**src/rtl/sdram_pwr_pkg.sv**
```systemverilog
package sdram_pwr_pkg;

  typedef enum logic [2:0] {
    OP_NONE    = 3'd0,
    OP_REFRESH = 3'd1,
    OP_SR_IN   = 3'd2,
    OP_SR_OUT  = 3'd3,
    OP_PD_IN   = 3'd4,
    OP_PD_OUT  = 3'd5,
    OP_SUS_IN  = 3'd6,
    OP_SUS_OUT = 3'd7
  } pwr_op_e;

  typedef enum logic [2:0] {
    ST_IDLE  = 3'd0,
    ST_ACT   = 3'd1,
    ST_SUSP  = 3'd2,
    ST_REF   = 3'd3,
    ST_SELF  = 3'd4,
    ST_PDN   = 3'd5,
    ST_XWAIT = 3'd6
  } pwr_st_e;

  typedef struct packed {
    logic cs_n;
    logic ras_n;
    logic cas_n;
    logic we_n;
  } pin_cmd_t;

  localparam pin_cmd_t CMD_NOP  = '{cs_n: 1'b0, ras_n: 1'b1, cas_n: 1'b1, we_n: 1'b1};
  localparam pin_cmd_t CMD_REFR = '{cs_n: 1'b0, ras_n: 1'b0, cas_n: 1'b0, we_n: 1'b1};

endpackage

```
**src/rtl/pwr_req_check.sv**
```systemverilog
module pwr_req_check
  import sdram_pwr_pkg::*;
(
  input  pwr_st_e st,
  input  pwr_op_e op,
  input  logic    banks_open,
  output logic    legal,
  output pwr_st_e nxt_st,
  output logic    nxt_cke,
  output logic    refr_pins,
  output logic    wait_load,
  output logic    wait_exit,
  output logic    count_step
);

  logic idle_closed;
  assign idle_closed = (st == ST_IDLE) && !banks_open;

  always_comb begin
    legal      = 1'b0;
    nxt_st     = st;
    nxt_cke    = 1'b1;
    refr_pins  = 1'b0;
    wait_load  = 1'b0;
    wait_exit  = 1'b0;
    count_step = 1'b0;
    case (op)
      OP_REFRESH: begin
        legal      = idle_closed;
        nxt_st     = ST_REF;
        refr_pins  = 1'b1;
        wait_load  = 1'b1;
        count_step = 1'b1;
      end
      OP_SR_IN: begin
        legal     = idle_closed;
        nxt_st    = ST_SELF;
        nxt_cke   = 1'b0;
        refr_pins = 1'b1;
      end
      OP_SR_OUT: begin
        legal     = (st == ST_SELF);
        nxt_st    = ST_XWAIT;
        wait_load = 1'b1;
        wait_exit = 1'b1;
      end
      OP_PD_IN: begin
        legal   = idle_closed;
        nxt_st  = ST_PDN;
        nxt_cke = 1'b0;
      end
      OP_PD_OUT: begin
        legal  = (st == ST_PDN);
        nxt_st = ST_IDLE;
      end
      OP_SUS_IN: begin
        legal   = (st == ST_ACT);
        nxt_st  = ST_SUSP;
        nxt_cke = 1'b0;
      end
      OP_SUS_OUT: begin
        legal  = (st == ST_SUSP);
        nxt_st = ST_ACT;
      end
      default: legal = 1'b0;
    endcase
  end

endmodule

```
**src/rtl/pwr_wait_timer.sv**
```systemverilog
module pwr_wait_timer #(
  parameter int W = 4
) (
  input  logic         clk,
  input  logic         rst_n,
  input  logic         load,
  input  logic [W-1:0] load_val,
  output logic         expire
);

  logic [W-1:0] cnt_q, cnt_d;

  always_comb begin
    cnt_d = cnt_q;
    if (load)
      cnt_d = load_val;
    else if (cnt_q != '0)
      cnt_d = cnt_q - W'(1);
  end

  always_ff @(posedge clk or negedge rst_n) begin
    if (!rst_n) cnt_q <= '0;
    else        cnt_q <= cnt_d;
  end

  assign expire = (cnt_q == W'(1));

endmodule

```
**src/rtl/pwr_ref_tally.sv**
```systemverilog
module pwr_ref_tally #(
  parameter int TOTAL = 2048,
  localparam int CW = (TOTAL > 2) ? $clog2(TOTAL) : 1
) (
  input  logic          clk,
  input  logic          rst_n,
  input  logic          step,
  output logic [CW-1:0] count,
  output logic          pass
);

  logic [CW-1:0] cnt_q, cnt_inc;
  logic          at_last;
  logic          pass_q;

  assign at_last = (cnt_q == CW'(TOTAL - 1));

  generate
    if ((TOTAL & (TOTAL - 1)) == 0) begin : g_pow2
      assign cnt_inc = cnt_q + CW'(1);
    end else begin : g_mod
      assign cnt_inc = at_last ? '0 : cnt_q + CW'(1);
    end
  endgenerate

  always_ff @(posedge clk or negedge rst_n) begin
    if (!rst_n) begin
      cnt_q  <= '0;
      pass_q <= 1'b0;
    end else begin
      pass_q <= step && at_last;
      if (step) cnt_q <= cnt_inc;
    end
  end

  assign count = cnt_q;
  assign pass  = pass_q;

endmodule

```
**src/rtl/sdram_pwr_seq.sv**
```systemverilog
module sdram_pwr_seq
  import sdram_pwr_pkg::*;
#(
  parameter int REF_TOTAL = 2048,
  parameter int TRFC_CYC  = 4,
  parameter int TXSR_CYC  = 6,
  localparam int CW = $clog2(REF_TOTAL),
  localparam int TMAX = (TRFC_CYC > TXSR_CYC) ? TRFC_CYC : TXSR_CYC,
  localparam int TW = $clog2(TMAX + 1)
) (
  input  logic          clk,
  input  logic          rst_n,
  input  logic          req_valid,
  input  logic [2:0]    req_op,
  output logic          req_ready,
  input  logic          banks_open,
  output logic          busy,
  output logic          req_err,
  output logic          mem_cke,
  output logic          mem_cs_n,
  output logic          mem_ras_n,
  output logic          mem_cas_n,
  output logic          mem_we_n,
  output logic [2:0]    state_o,
  output logic [CW-1:0] ref_count,
  output logic          ref_pass
);

  // reset: asynchronous assert, synchronous release
  logic [1:0] rst_sync;
  logic       rst_int_n;

  always_ff @(posedge clk or negedge rst_n) begin
    if (!rst_n) rst_sync <= 2'b00;
    else        rst_sync <= {rst_sync[0], 1'b1};
  end
  assign rst_int_n = rst_sync[1];

  pwr_st_e  st_q, st_d;
  logic     cke_q, cke_d;
  pin_cmd_t cmd_q, cmd_d;
  logic     err_q, err_d;
  logic     fire;

  logic     ck_legal, ck_cke, ck_refr, ck_load, ck_exit, ck_step;
  pwr_st_e  ck_nxt;
  logic     tmr_load, tmr_expire;
  logic [TW-1:0] tmr_val;
  logic     tally_step;

  assign req_ready = (st_q != ST_REF) && (st_q != ST_XWAIT);
  assign busy      = !req_ready;
  assign fire      = req_valid && req_ready;

  pwr_req_check u_check (
    .st         (st_q),
    .op         (pwr_op_e'(req_op)),
    .banks_open (banks_open),
    .legal      (ck_legal),
    .nxt_st     (ck_nxt),
    .nxt_cke    (ck_cke),
    .refr_pins  (ck_refr),
    .wait_load  (ck_load),
    .wait_exit  (ck_exit),
    .count_step (ck_step)
  );

  always_comb begin
    st_d       = st_q;
    cke_d      = cke_q;
    cmd_d      = CMD_NOP;
    err_d      = 1'b0;
    tmr_load   = 1'b0;
    tmr_val    = TW'(TRFC_CYC);
    tally_step = 1'b0;

    case (st_q)
      ST_IDLE, ST_ACT: st_d = banks_open ? ST_ACT : ST_IDLE;
      ST_REF, ST_XWAIT: if (tmr_expire) st_d = ST_IDLE;
      default: st_d = st_q;
    endcase

    if (fire) begin
      if (ck_legal) begin
        st_d       = ck_nxt;
        cke_d      = ck_cke;
        if (ck_refr) cmd_d = CMD_REFR;
        tmr_load   = ck_load;
        tmr_val    = ck_exit ? TW'(TXSR_CYC) : TW'(TRFC_CYC);
        tally_step = ck_step;
      end else begin
        err_d = 1'b1;
      end
    end
  end

  always_ff @(posedge clk or negedge rst_int_n) begin
    if (!rst_int_n) begin
      st_q  <= ST_IDLE;
      cke_q <= 1'b1;
      cmd_q <= CMD_NOP;
      err_q <= 1'b0;
    end else begin
      st_q  <= st_d;
      cke_q <= cke_d;
      cmd_q <= cmd_d;
      err_q <= err_d;
    end
  end

  pwr_wait_timer #(.W(TW)) u_timer (
    .clk      (clk),
    .rst_n    (rst_int_n),
    .load     (tmr_load),
    .load_val (tmr_val),
    .expire   (tmr_expire)
  );

  pwr_ref_tally #(.TOTAL(REF_TOTAL)) u_tally (
    .clk   (clk),
    .rst_n (rst_int_n),
    .step  (tally_step),
    .count (ref_count),
    .pass  (ref_pass)
  );

  assign req_err   = err_q;
  assign mem_cke   = cke_q;
  assign mem_cs_n  = cmd_q.cs_n;
  assign mem_ras_n = cmd_q.ras_n;
  assign mem_cas_n = cmd_q.cas_n;
  assign mem_we_n  = cmd_q.we_n;
  assign state_o   = st_q;

endmodule

```
**config.mk**
```make
export PLATFORM = sky130hd
export DESIGN_NAME = sdram_pwr_seq
export DESIGN_NICKNAME = d
export VERILOG_FILES = /design/src/rtl/sdram_pwr_pkg.sv /design/src/rtl/pwr_req_check.sv /design/src/rtl/pwr_wait_timer.sv /design/src/rtl/pwr_ref_tally.sv /design/src/rtl/sdram_pwr_seq.sv
export SDC_FILE = /design/constraint.sdc
export NUM_CORES = 1
export LEC_CHECK = 0
export BUFFER_PORTS_ARGS = -buffer_cell sky130_fd_sc_hd__buf_2
export CAP_MARGIN = 30
export CORE_UTILIZATION = 57
export DETAILED_ROUTE_END_ITERATION = 10
export GPL_TIMING_DRIVEN = 0
export PLACE_DENSITY = 0.83
export SYNTH_ARGS = -nofsm -noshare
export SYNTH_HDL_FRONTEND = slang
export SYNTH_SLANG_ARGS = --single-unit
export TNS_END_PERCENT = 5
```
**constraint.sdc**
```tcl
create_clock -name clk -period 2.91 [get_ports clk]
set_input_delay 0.291 -clock clk [delete_from_list [all_inputs] [get_ports clk]]
set_output_delay 0.291 -clock clk [all_outputs]
set_load 0.01 [all_outputs]
```
# After elaboration in Yosys (flattened, before gate mapping)
# Index checks and enable logic that the tools add are counted.
# word_totals
elab_cells,73
reg_bits,26
input_bits,7
output_inout_bits,23
# classes
n_eq_ne,18
addsub,2
n_reduce_logical,16
mux,26
# ops
operator,count
2-to-1 mux 3 bit,8
"== test 3 bit, second input constant",7
one-hot mux 3 bit (7 select lines),1
"== test 3 x 2 -> 1 bit, second input constant",4
2-to-1 mux 1 bit,12
"adder 11 x 1 -> 11 bit, second input constant",1
"== test 11 bit, second input constant",1
"== test 3 x 1 -> 1 bit, second input constant",3
"inequality test 9 x 2 -> 1 bit, second input constant",1
OR reduction 2 bit,4
2-to-1 mux 2 bit,3
one-hot mux 3 bit (2 select lines),1
OR reduction 3 bit,2
one-hot mux 1 bit (5 select lines),1
logical AND 1 bit,4
zero test 3 bit,1
"inequality test 3 x 2 -> 1 bit, second input constant",1
"inequality test 3 bit, second input constant",1
nonzero test 3 bit,1
"subtractor 3 x 1 -> 3 bit, second input constant",1
zero test 1 bit,2
AND reduction 2 bit,1
nonzero test 2 bit,1

# Longest topological paths before layout
# Gate-level depths: netlist of run 1.
# depth
depth_word,6
mapped_depth,6

# Hierarchy
# A second synthesis of run 1 with hierarchy kept.
# unflattened
cells_unflattened,132
area_unflattened_um2,1335.0
# by_module_without_submodules
mod,n_inst,seq_area_each_um2,cells_each,area_each_um2
pwr_ref_tally,1,300.3,41,510.5
sdram_pwr_seq,1,202.7,37,404.1
pwr_wait_timer,1,75.1,22,219.0
pwr_req_check,1,0.0,32,201.4

# Least setup slack after synthesis of run 1
# No wires, ideal clock.
# synth_timing
kind,register -> register
from,"register st_q[2], in the netlist state_o[2]"
to,"register cke_q, in the netlist mem_cke"
setup_ns,0.082
required_time_ns,2.828
n_path_buf,1
arrival_time_ns,1.821
synth_period_minus_slack_ns,1.904
path_slack_ns,1.006
path_stages_with_launch,7
path_cell_list,dfrtp_1 buf_6 or3b_1 a211oi_2 nor3_2 a21oi_4 mux2_4
# synth_via
elab_chain_cells,4
elab_cells_between_ends,12
# synth_lines
item,line,rtl
start: declaration,sdram_pwr_seq.sv:39,"pwr_st_e st_q, st_d;"
start signal: assignment,sdram_pwr_seq.sv:104,st_q <= st_d;
"zero test 3 bit, or another cell as far along",pwr_req_check.sv:17,assign idle_closed = (st == ST_IDLE) && !banks_open;
logical AND 1 bit (on tied branches),"pwr_req_check.sv:17, sdram_pwr_seq.sv:51",
one-hot mux 1 bit (5 select lines) or logical AND 1 bit (tied branches),"pwr_req_check.sv:27, sdram_pwr_seq.sv:53",
AND reduction 2 bit (no source line) (*),n/a,
end signal: assignment,sdram_pwr_seq.sv:105,cke_q <= cke_d;
end: declaration,sdram_pwr_seq.sv:40,"logic cke_q, cke_d;"
# Every way passes the cells marked *; elsewhere a longest branch is shown, timed or not.
# A chain may end at the register's enable or synchronous reset.

# Worst setup path in the final report of run 1
# layout_timing
from,"register st_q[1], in the netlist state_o[1]"
to,"register u_tally.cnt_q[5], in the netlist u_tally.count[5]"
# layout_via
elab_chain_cells,5
elab_cells_between_ends,13
# layout_lines
item,line,rtl
zero test 3 bit,pwr_req_check.sv:17,
logical AND 1 bit,pwr_req_check.sv:17,
one-hot mux 1 bit (5 select lines),pwr_req_check.sv:27,case (op)
2-to-1 mux 1 bit,sdram_pwr_seq.sv:84,if (ck_legal) begin
2-to-1 mux 1 bit (*),sdram_pwr_seq.sv:83,if (fire) begin
end signal: assignment,pwr_ref_tally.sv:32,if (step) cnt_q <= cnt_inc;
end: declaration,pwr_ref_tally.sv:12,"logic [CW-1:0] cnt_q, cnt_inc;"
# Marks and branches as above.

==> impl_results.md, run 1 <==
* Max-slew violation count at 0
* # H-tree levels at 1
* Largest fanout on the critical path at 10
* CP peak stage delay at ~0.45 ns
* DPL Wire Length at between 1.5 and 2 mm
* Element type at the critical path start: register
* RSZ-0062 raised after global routing: no
* Die Area at 2560 sq um
* Measured slew at the worst slew-check pin at 0.820 ns
* Number of antenna violations at the first check in global routing at 0
* Ports at 30
* Hold_buf cts at 1
* 1st-iter DRT viols at 14
* Placed insts at 178
* Min cycle time layout at 2.03 ns
* Die Span Y at 50.6 um
* Buf/Inv on CP at 1
* Worst Hold Class: input port to asynchronous set/reset pin
* Final Setup Violations at 0
* Max Clock Freq at roughly 0.5 GHz
* WL met2 at 1.26 mm
* Core area at about 2200 sq um
* Post-CTS resize count at 0
* Highest Signal Layer: met4
* Synthesized area at 1350 sq um
* Cell family with most CP delay: simple AND/OR/NAND/NOR gates
* Clock Skews at 0.00442 ns
* Syn Inst Count at ~120
* WP data required at 3.11 ns
* Synth-to-Final Area Change at 15.6%
* Latest clock arrival within the worst-skew pair at 0.30 ns
* Share of cells above drive strength 1 at 0.329
* FP Rows at 17
* Routed wl met3 at 104 um
* Fin cells at 183
* Sequential area share after synthesis at 0.429
* FF+latch count, synth at 23
* Yosys cell types at 43
* Final nets at 167
* Most frequent cells in the layout: buf_2 (28), dfrtp_1 (21), xnor2_1 (10), nand2_1 (9)
* Crit-path cells: buf_6 -> nor4_4 -> o311ai_4 -> nor3_4 -> nand4_1 -> xnor2_1
* Worst VDD drop at 0.000577 V
* Final WL at 2.51 mm
* Most common cell after layout, fill and taps aside: buf_2
* # diodes at 0
* Final Core Density at 0.704
* Leak at roughly 0.76 nW
* Final setup margin at 0.876 ns
* Mapped Avg Cell Area at 11.0 sq um
* CP max-delay cell: nor3_4
* Drt drc at 0
* Global-route usage over all layers at 0.218
* Setup WS pre-CTS at 0.911 ns
* Number of max-cap violations at 0
* Final hold viol count at 0
* First drt pass iteration count at 5
* CTS Sinks at 23
* Crit Path Class: register to register
* Number of global-route vias before repair at 959
* Setup Fix Bufs, Post-CTS at 0
* Die width at about 51 um
* Initial Utilization at 0.609
* Status: completed
* IO Port Bufs at 27
* Routed WL per cell at 13.7 um
* Largest net degree at the start of global routing at 22
* Synth warn at 0
* Design Area, Final at 1560 sq um
* First-pass GRT wire length at 4.18 mm
* Max-slew headroom at 0.453
* Gpl congestion at approximately 0.81
* Setup TNS at 0 ns
* Crit path arrival time at approximately 2.2 ns
* Final antenna-violating net count at 0
* CTS Buf Count at 3
* Metal-1 WL at between 1 and 1.5 mm
* Clock-pin slew on the worst setup and hold paths at about 0.12 ns
* Grt total ovfl at 0
* Vias post-DR at 1007
* Power density cells at 713 nW/um^2
* Crit share post-route at 0.699
* Via density at between 5 and 6
* Post-DP Area at 1520 sq um
* Root Driver: clkbuf_4
* CTS tree: built
* CP endpoint kind: register
* Max Root-Sink Buffers at 2
-- cell families (layout without fill, tap and decap cells) --
| logic type | after synthesis | in the layout | synth area share |
|---|---|---|---|
| other | 2 | 3 | 0.00557 |
| muxes | 5 | 5 | 0.0418 |
| DFF | 23 | 23 | 0.429 |
| xor gates and xnor gates | 15 | 15 | 0.0975 |
| buffers and inverters | 14 | 46 | 0.0678 |
| AOI/OAI and AO/OA | 17 | 17 | 0.109 |
| adders and majority gates | 4 | 4 | 0.0371 |
| and+or+nand+nor | 42 | 42 | 0.213 |
-- registers in the layout (all words and copies together), names as in the netlist --
register,flops
mem_cas_n,1
mem_cke,1
req_err,1
rst_sync,2
state_o,3
u_tally.count,11
u_tally.pass,1
u_timer.cnt_q,3
-- power by group --
group | internal [mW] | switching [mW] | leakage [nW] | total [mW]
Clock | 0.0534 | 0.0890 | 0.0150 | 0.142
Combinational | 0.234 | 0.286 | 0.453 | 0.520
Sequential | 0.394 | 0.0546 | 0.296 | 0.448
Total | 0.681 | 0.429 | 0.764 | 1.11
-- layout make-up --
| cell class | count | area [sq um] |
|---|---|---|
| sequential | 23 | 578 |
| tap | 28 | 35.0 |
| buffer | 8 | 68.8 |
| fill | 170 | 654 |
| clock buffer | 4 | 26.3 |
| timing repair buffer | 28 | 145 |
| multi-input combinational | 86 | 682 |
| inverter | 6 | 22.5 |
-- per-layer routing --
layer / GRT usage / up-vias
met5: 0 / -
met2: 0.391 / 27
met1: 0.266 / 491
met3: 0.0576 / 4
met4: 0.0324 / 0
li1: - / 485
-- path summary, 6_finish.rpt --
| check | startpoint | to | slack, ns | cells past startpoint |
|---|---|---|---|---|
| setup / recovery | state_o[1] | u_tally.count[5] | 0.88 | 6 |
| hold / removal | rst_n | rst_sync[0] | 0.29 | 2 |
| setup reg to reg | state_o[1] | u_tally.count[5] | 0.88 | 6 |
| hold reg to reg | rst_sync[1] | u_tally.count[2] | 0.34 | 0 |
| max in group asynchronous | rst_sync[1] | u_tally.count[3] | 2.06 | 0 |
| min in group clk | req_op[2] | mem_cas_n | 0.36 | 3 |
-- cell usage after synthesis --
cell type	n	area, sq um
dfrtp_1	21	526
xnor2_1	10	87.6
nand2_1	9	33.8
and3_1	6	37.5
inv_1	6	22.5
nand4_1	5	31.3
xor2_1	5	43.8
a21oi_1	4	20.0
buf_4	4	30.0
ha_1	4	50.1
buf_6	3	33.8
mux2i_1	3	30.0
a211oi_1	2	15.0
conb_1	2	7.51
dfstp_2	2	52.6
nand2b_1	2	12.5
nand3_1	2	10.0
nor2_1	2	7.51
nor2b_1	2	12.5
nor3_1	2	10.0
nor4_2	2	25.0
o21ai_0	2	10.0
o21ai_1	2	10.0
a211oi_2	1	12.5
a21oi_2	1	8.76
a21oi_4	1	16.3
a221o_1	1	10.0
a32o_1	1	10.0
and2b_1	1	7.51
buf_2	1	5.00
mux2_1	1	11.3
mux2_4	1	15.0
nand2b_4	1	13.8
nand3b_1	1	7.51
nor3_2	1	10.0
nor3_4	1	16.3
nor3b_1	1	7.51
nor4_4	1	21.3
o311ai_4	1	26.3
o31ai_1	1	7.51
or2b_1	1	7.51
or3_1	1	6.26
or3b_1	1	8.76
-- per-stage QoR --
stage	total power [mW]	hold slack, ns
2_1_floorplan	0.832	-0.00459
3_3_place_gp	0.940	0.0765
3_5_place_dp	0.971	0.0785
4_1_cts	1.12	0.276
5_1_grt	1.19	0.287
6_report	1.11	0.291
No activity file was read; power rests on OpenSTA's default activity.
==> run 2, diff against run 1 <==
--- a/config.mk
+++ b/config.mk
@@ -7,10 +7,10 @@
 export LEC_CHECK = 0
 export BUFFER_PORTS_ARGS = -buffer_cell sky130_fd_sc_hd__buf_2
 export CAP_MARGIN = 30
-export CORE_UTILIZATION = 57
+export CORE_UTILIZATION = 53
 export DETAILED_ROUTE_END_ITERATION = 10
 export GPL_TIMING_DRIVEN = 0
-export PLACE_DENSITY = 0.83
+export PLACE_DENSITY = 0.78
 export SYNTH_ARGS = -nofsm -noshare
 export SYNTH_HDL_FRONTEND = slang
 export SYNTH_SLANG_ARGS = --single-unit
==> constraint.sdc (replaced) <==
create_clock -name clk -period 2.1 [get_ports clk]
set_input_delay 0.21 -clock clk [delete_from_list [all_inputs] [get_ports clk]]
set_output_delay 0.21 -clock clk [all_outputs]
set_load 0.01 [all_outputs]
==> run 2 against run 1 <==
Net effect:
- sequential power increased by 38%
- cell area increased by 1.8%
- count of clock-buffer cells in the layout decreased by 1
- first-iteration DRC count increased by 21%
- flip-flop and latch count unchanged
- critical path depth unchanged
- cell count increased by 1.1%
- largest power group unchanged
- register-to-register slack got worse by 0.77 ns
- sequential share of layout area decreased by 0.67 points
==> impl_results.md, run 2 (synthesis gave the netlist of run 1 again) <==
* Leak at 0.780 nW (+2.1%)
* Ports at 30 (unchanged)
* # H-tree levels at 1 (unchanged)
* Net Sw Frac at 0.391 (+0.00471)
* Crit-path cells: buf_6 -> or3b_1 -> a211oi_2 -> nor3_2 -> a21oi_4 -> mux2_4
* Fin cells at 185 (+1.1%)
* Drt drc at 0 (unchanged)
* Clock Skews at 0.00579 ns (+0.00137 ns)
* Crit share post-route at 0.951 (+0.253)
* Cell family with most CP delay: compound AO/OA/AOI/OAI gates
* CP max-delay cell: dfrtp_1
* Element type at the critical path start: register
* CP peak stage delay at 0.41 ns (-0.04 ns)
* Reg2Reg Depth at 6 (unchanged)
* FP Rows at 17 (unchanged)
* Number of antenna violations at the first check in global routing at 0 (unchanged)
* # diodes at 0 (unchanged)
* IO Port Bufs at 27 (unchanged)
* WP data required at 2.37 ns (-0.74 ns)
* Buf/Inv on CP at 1 (unchanged)
* Comb pwr share at 0.467 (about the same)
* Synth-to-Final Area Change at 17.7%
* 1st-iter DRT viols at 17 (+3)
* RSZ-0062 raised after global routing: no
* Final WL at 2.67 mm (+6.6%)
* Int Pwr at 0.943 mW (+38%)
* Core area at 2300 sq um (+3.8%)
* Max-slew violation count at 0 (unchanged)
* Clock-pin slew on the worst setup and hold paths at 0.13 ns (about the same)
* Setup TNS at 0 ns (unchanged)
* Largest net degree at the start of global routing at 22 (unchanged)
* Die width at 52.4 um (+3.6%)
* Crit path arrival time at 2.26 ns (+0.03 ns)
* Grt total ovfl at 0 (unchanged)
* Die Span Y at 52.4 um (+3.6%)
* Placed insts at 178 (unchanged)
* Gpl congestion at 0.848 (+4.8%)
* Register-to-Register Setup Slack at 0.10 ns (-0.77 ns)
* Die Area at 2750 sq um (+7.3%)
* Max reg flops at 11 (unchanged)
* Number of max-cap violations at 0 (unchanged)
* Latest clock arrival within the worst-skew pair at 0.32 ns (+0.02 ns)
* Status: completed
* Final Setup Violations at 0 (unchanged)
* Final hold viol count at 0 (unchanged)
* First drt pass iteration count at 4 (-1)
* Worst VDD drop at 0.000655 V (+14%)
* CTS tree: built
* CTS Sinks at 23 (unchanged)
* Power density cells at 977 nW/um^2 (+37%)
* Worst Hold Class: input port to asynchronous set/reset pin
* CP endpoint kind: register
* Max Clock Freq at 0.501 GHz (+1.8%)
* Clock Power Share at 0.135 (+0.007)
* Most frequent cells in the layout: buf_2 (28), dfrtp_1 (21), xnor2_1 (10), nand2_1 (9)
* Max Root-Sink Buffers at 2 (unchanged)
* Final antenna-violating net count at 0 (unchanged)
* Reg2Reg Launch Point: state_o[2]
* Most common cell after layout, fill and taps aside: buf_2
* Psw at 0.606 mW (+41%)
* Largest fanout on the critical path at 9 (-1)
* CTS Buf Count at 3 (unchanged)
* Vias post-DR at 1021 (+1.4%)
* Share of cells above drive strength 1 at 0.344 (+0.0149)
* Flop pwr share at 0.398 (-0.006)
* Initial Utilization at 0.587 (-0.0226)
* Root Driver: clkbuf_4
* Measured slew at the worst slew-check pin at 0.817 ns (-0.00301 ns)
* First-pass GRT wire length at 4.35 mm (+4.1%)
* Number of global-route vias before repair at 974 (+1.6%)
* Crit Path Class: register to register
* Min cycle time layout at 2.00 ns (-0.0358 ns)
* DPL Wire Length at 1.95 mm (+4.4%)
* Via density at 5.52 (+0.29%)
* RR Endpoint: mem_cke
* Max-slew headroom at 0.455 (+0.00200)
* Global-route usage over all layers at 0.217 (-0.00116)
* Routed WL per cell at 14.4 um (+5.5%)
* Final nets at 169 (+1.2%)
[run 2: final cells by class]
class | instances | area, sq um
tap | 28 | 35.0
timing repair buffer | 30 | 173
clock buffer | 3 | 22.5
inverter | 6 | 22.5
multi-input combinational | 86 | 682
buffer | 8 | 68.8
fill | 198 | 711
sequential | 23 | 578
clock inverter | 1 | 5.00
[run 2: worst max path at each step]
stage / to / slack, ns / from / cells past startpoint
floorplan: mem_cke / 0.20 / state_o[2] / 6
global placement: u_tally.count[1] / 0.12 / state_o[1] / 5
detailed placement: u_tally.count[1] / 0.06 / state_o[1] / 5
CTS: u_tally.count[1] / 0.03 / state_o[1] / 5
global route: mem_cke / 0.03 / state_o[2] / 6
finish: mem_cke / 0.10 / state_o[2] / 6
[run 2: what timing repair did]
action,CTS,global route
hold buffers,1,0
resized for setup,0,0
setup endpoints to repair,0,6
setup buffers,0,2
hold endpoints to repair,2,0
[run 2: power by group through the flow]
stage                     registers, mW  clock network (mW)  logic [mW]
final                             0.617               0.209       0.723
after global routing              0.632               0.231       0.804
after CTS                         0.617               0.212       0.723
after detailed placement          0.627                   0       0.715
after global placement            0.621                   0       0.686
after floorplan                   0.650                   0       0.504
[run 2: routing by layer]
| metal | wire, um | global-route usage | up-vias | part of all wire |
|---|---|---|---|---|
| li1 | - | - | 497 | - |
| met5 | 0 | 0 | - | 0 |
| met3 | 119 | 0.0348 | 5 | 0.045 |
| met4 | 34 | 0.0833 | 0 | 0.013 |
| met1 | 1130 | 0.266 | 488 | 0.42 |
| met2 | 1390 | 0.378 | 31 | 0.52 |
[run 2: through the flow]
stage / setup WS [ns] / util / power [mW] / hold WS (ns) / instance area (sq um)
floorplan: 0.196 / - / 1.15 / -0.0856 / 1350
global placement: 0.124 / 0.662 / 1.31 / -0.00517 / 1520
detailed placement: 0.0624 / 0.662 / 1.34 / 0.000446 / 1520
CTS: 0.0339 / 0.679 / 1.55 / 0.178 / 1560
global route: 0.0268 / 0.691 / 1.67 / 0.180 / 1590
finish: 0.102 / 0.691 / 1.55 / 0.179 / 1590
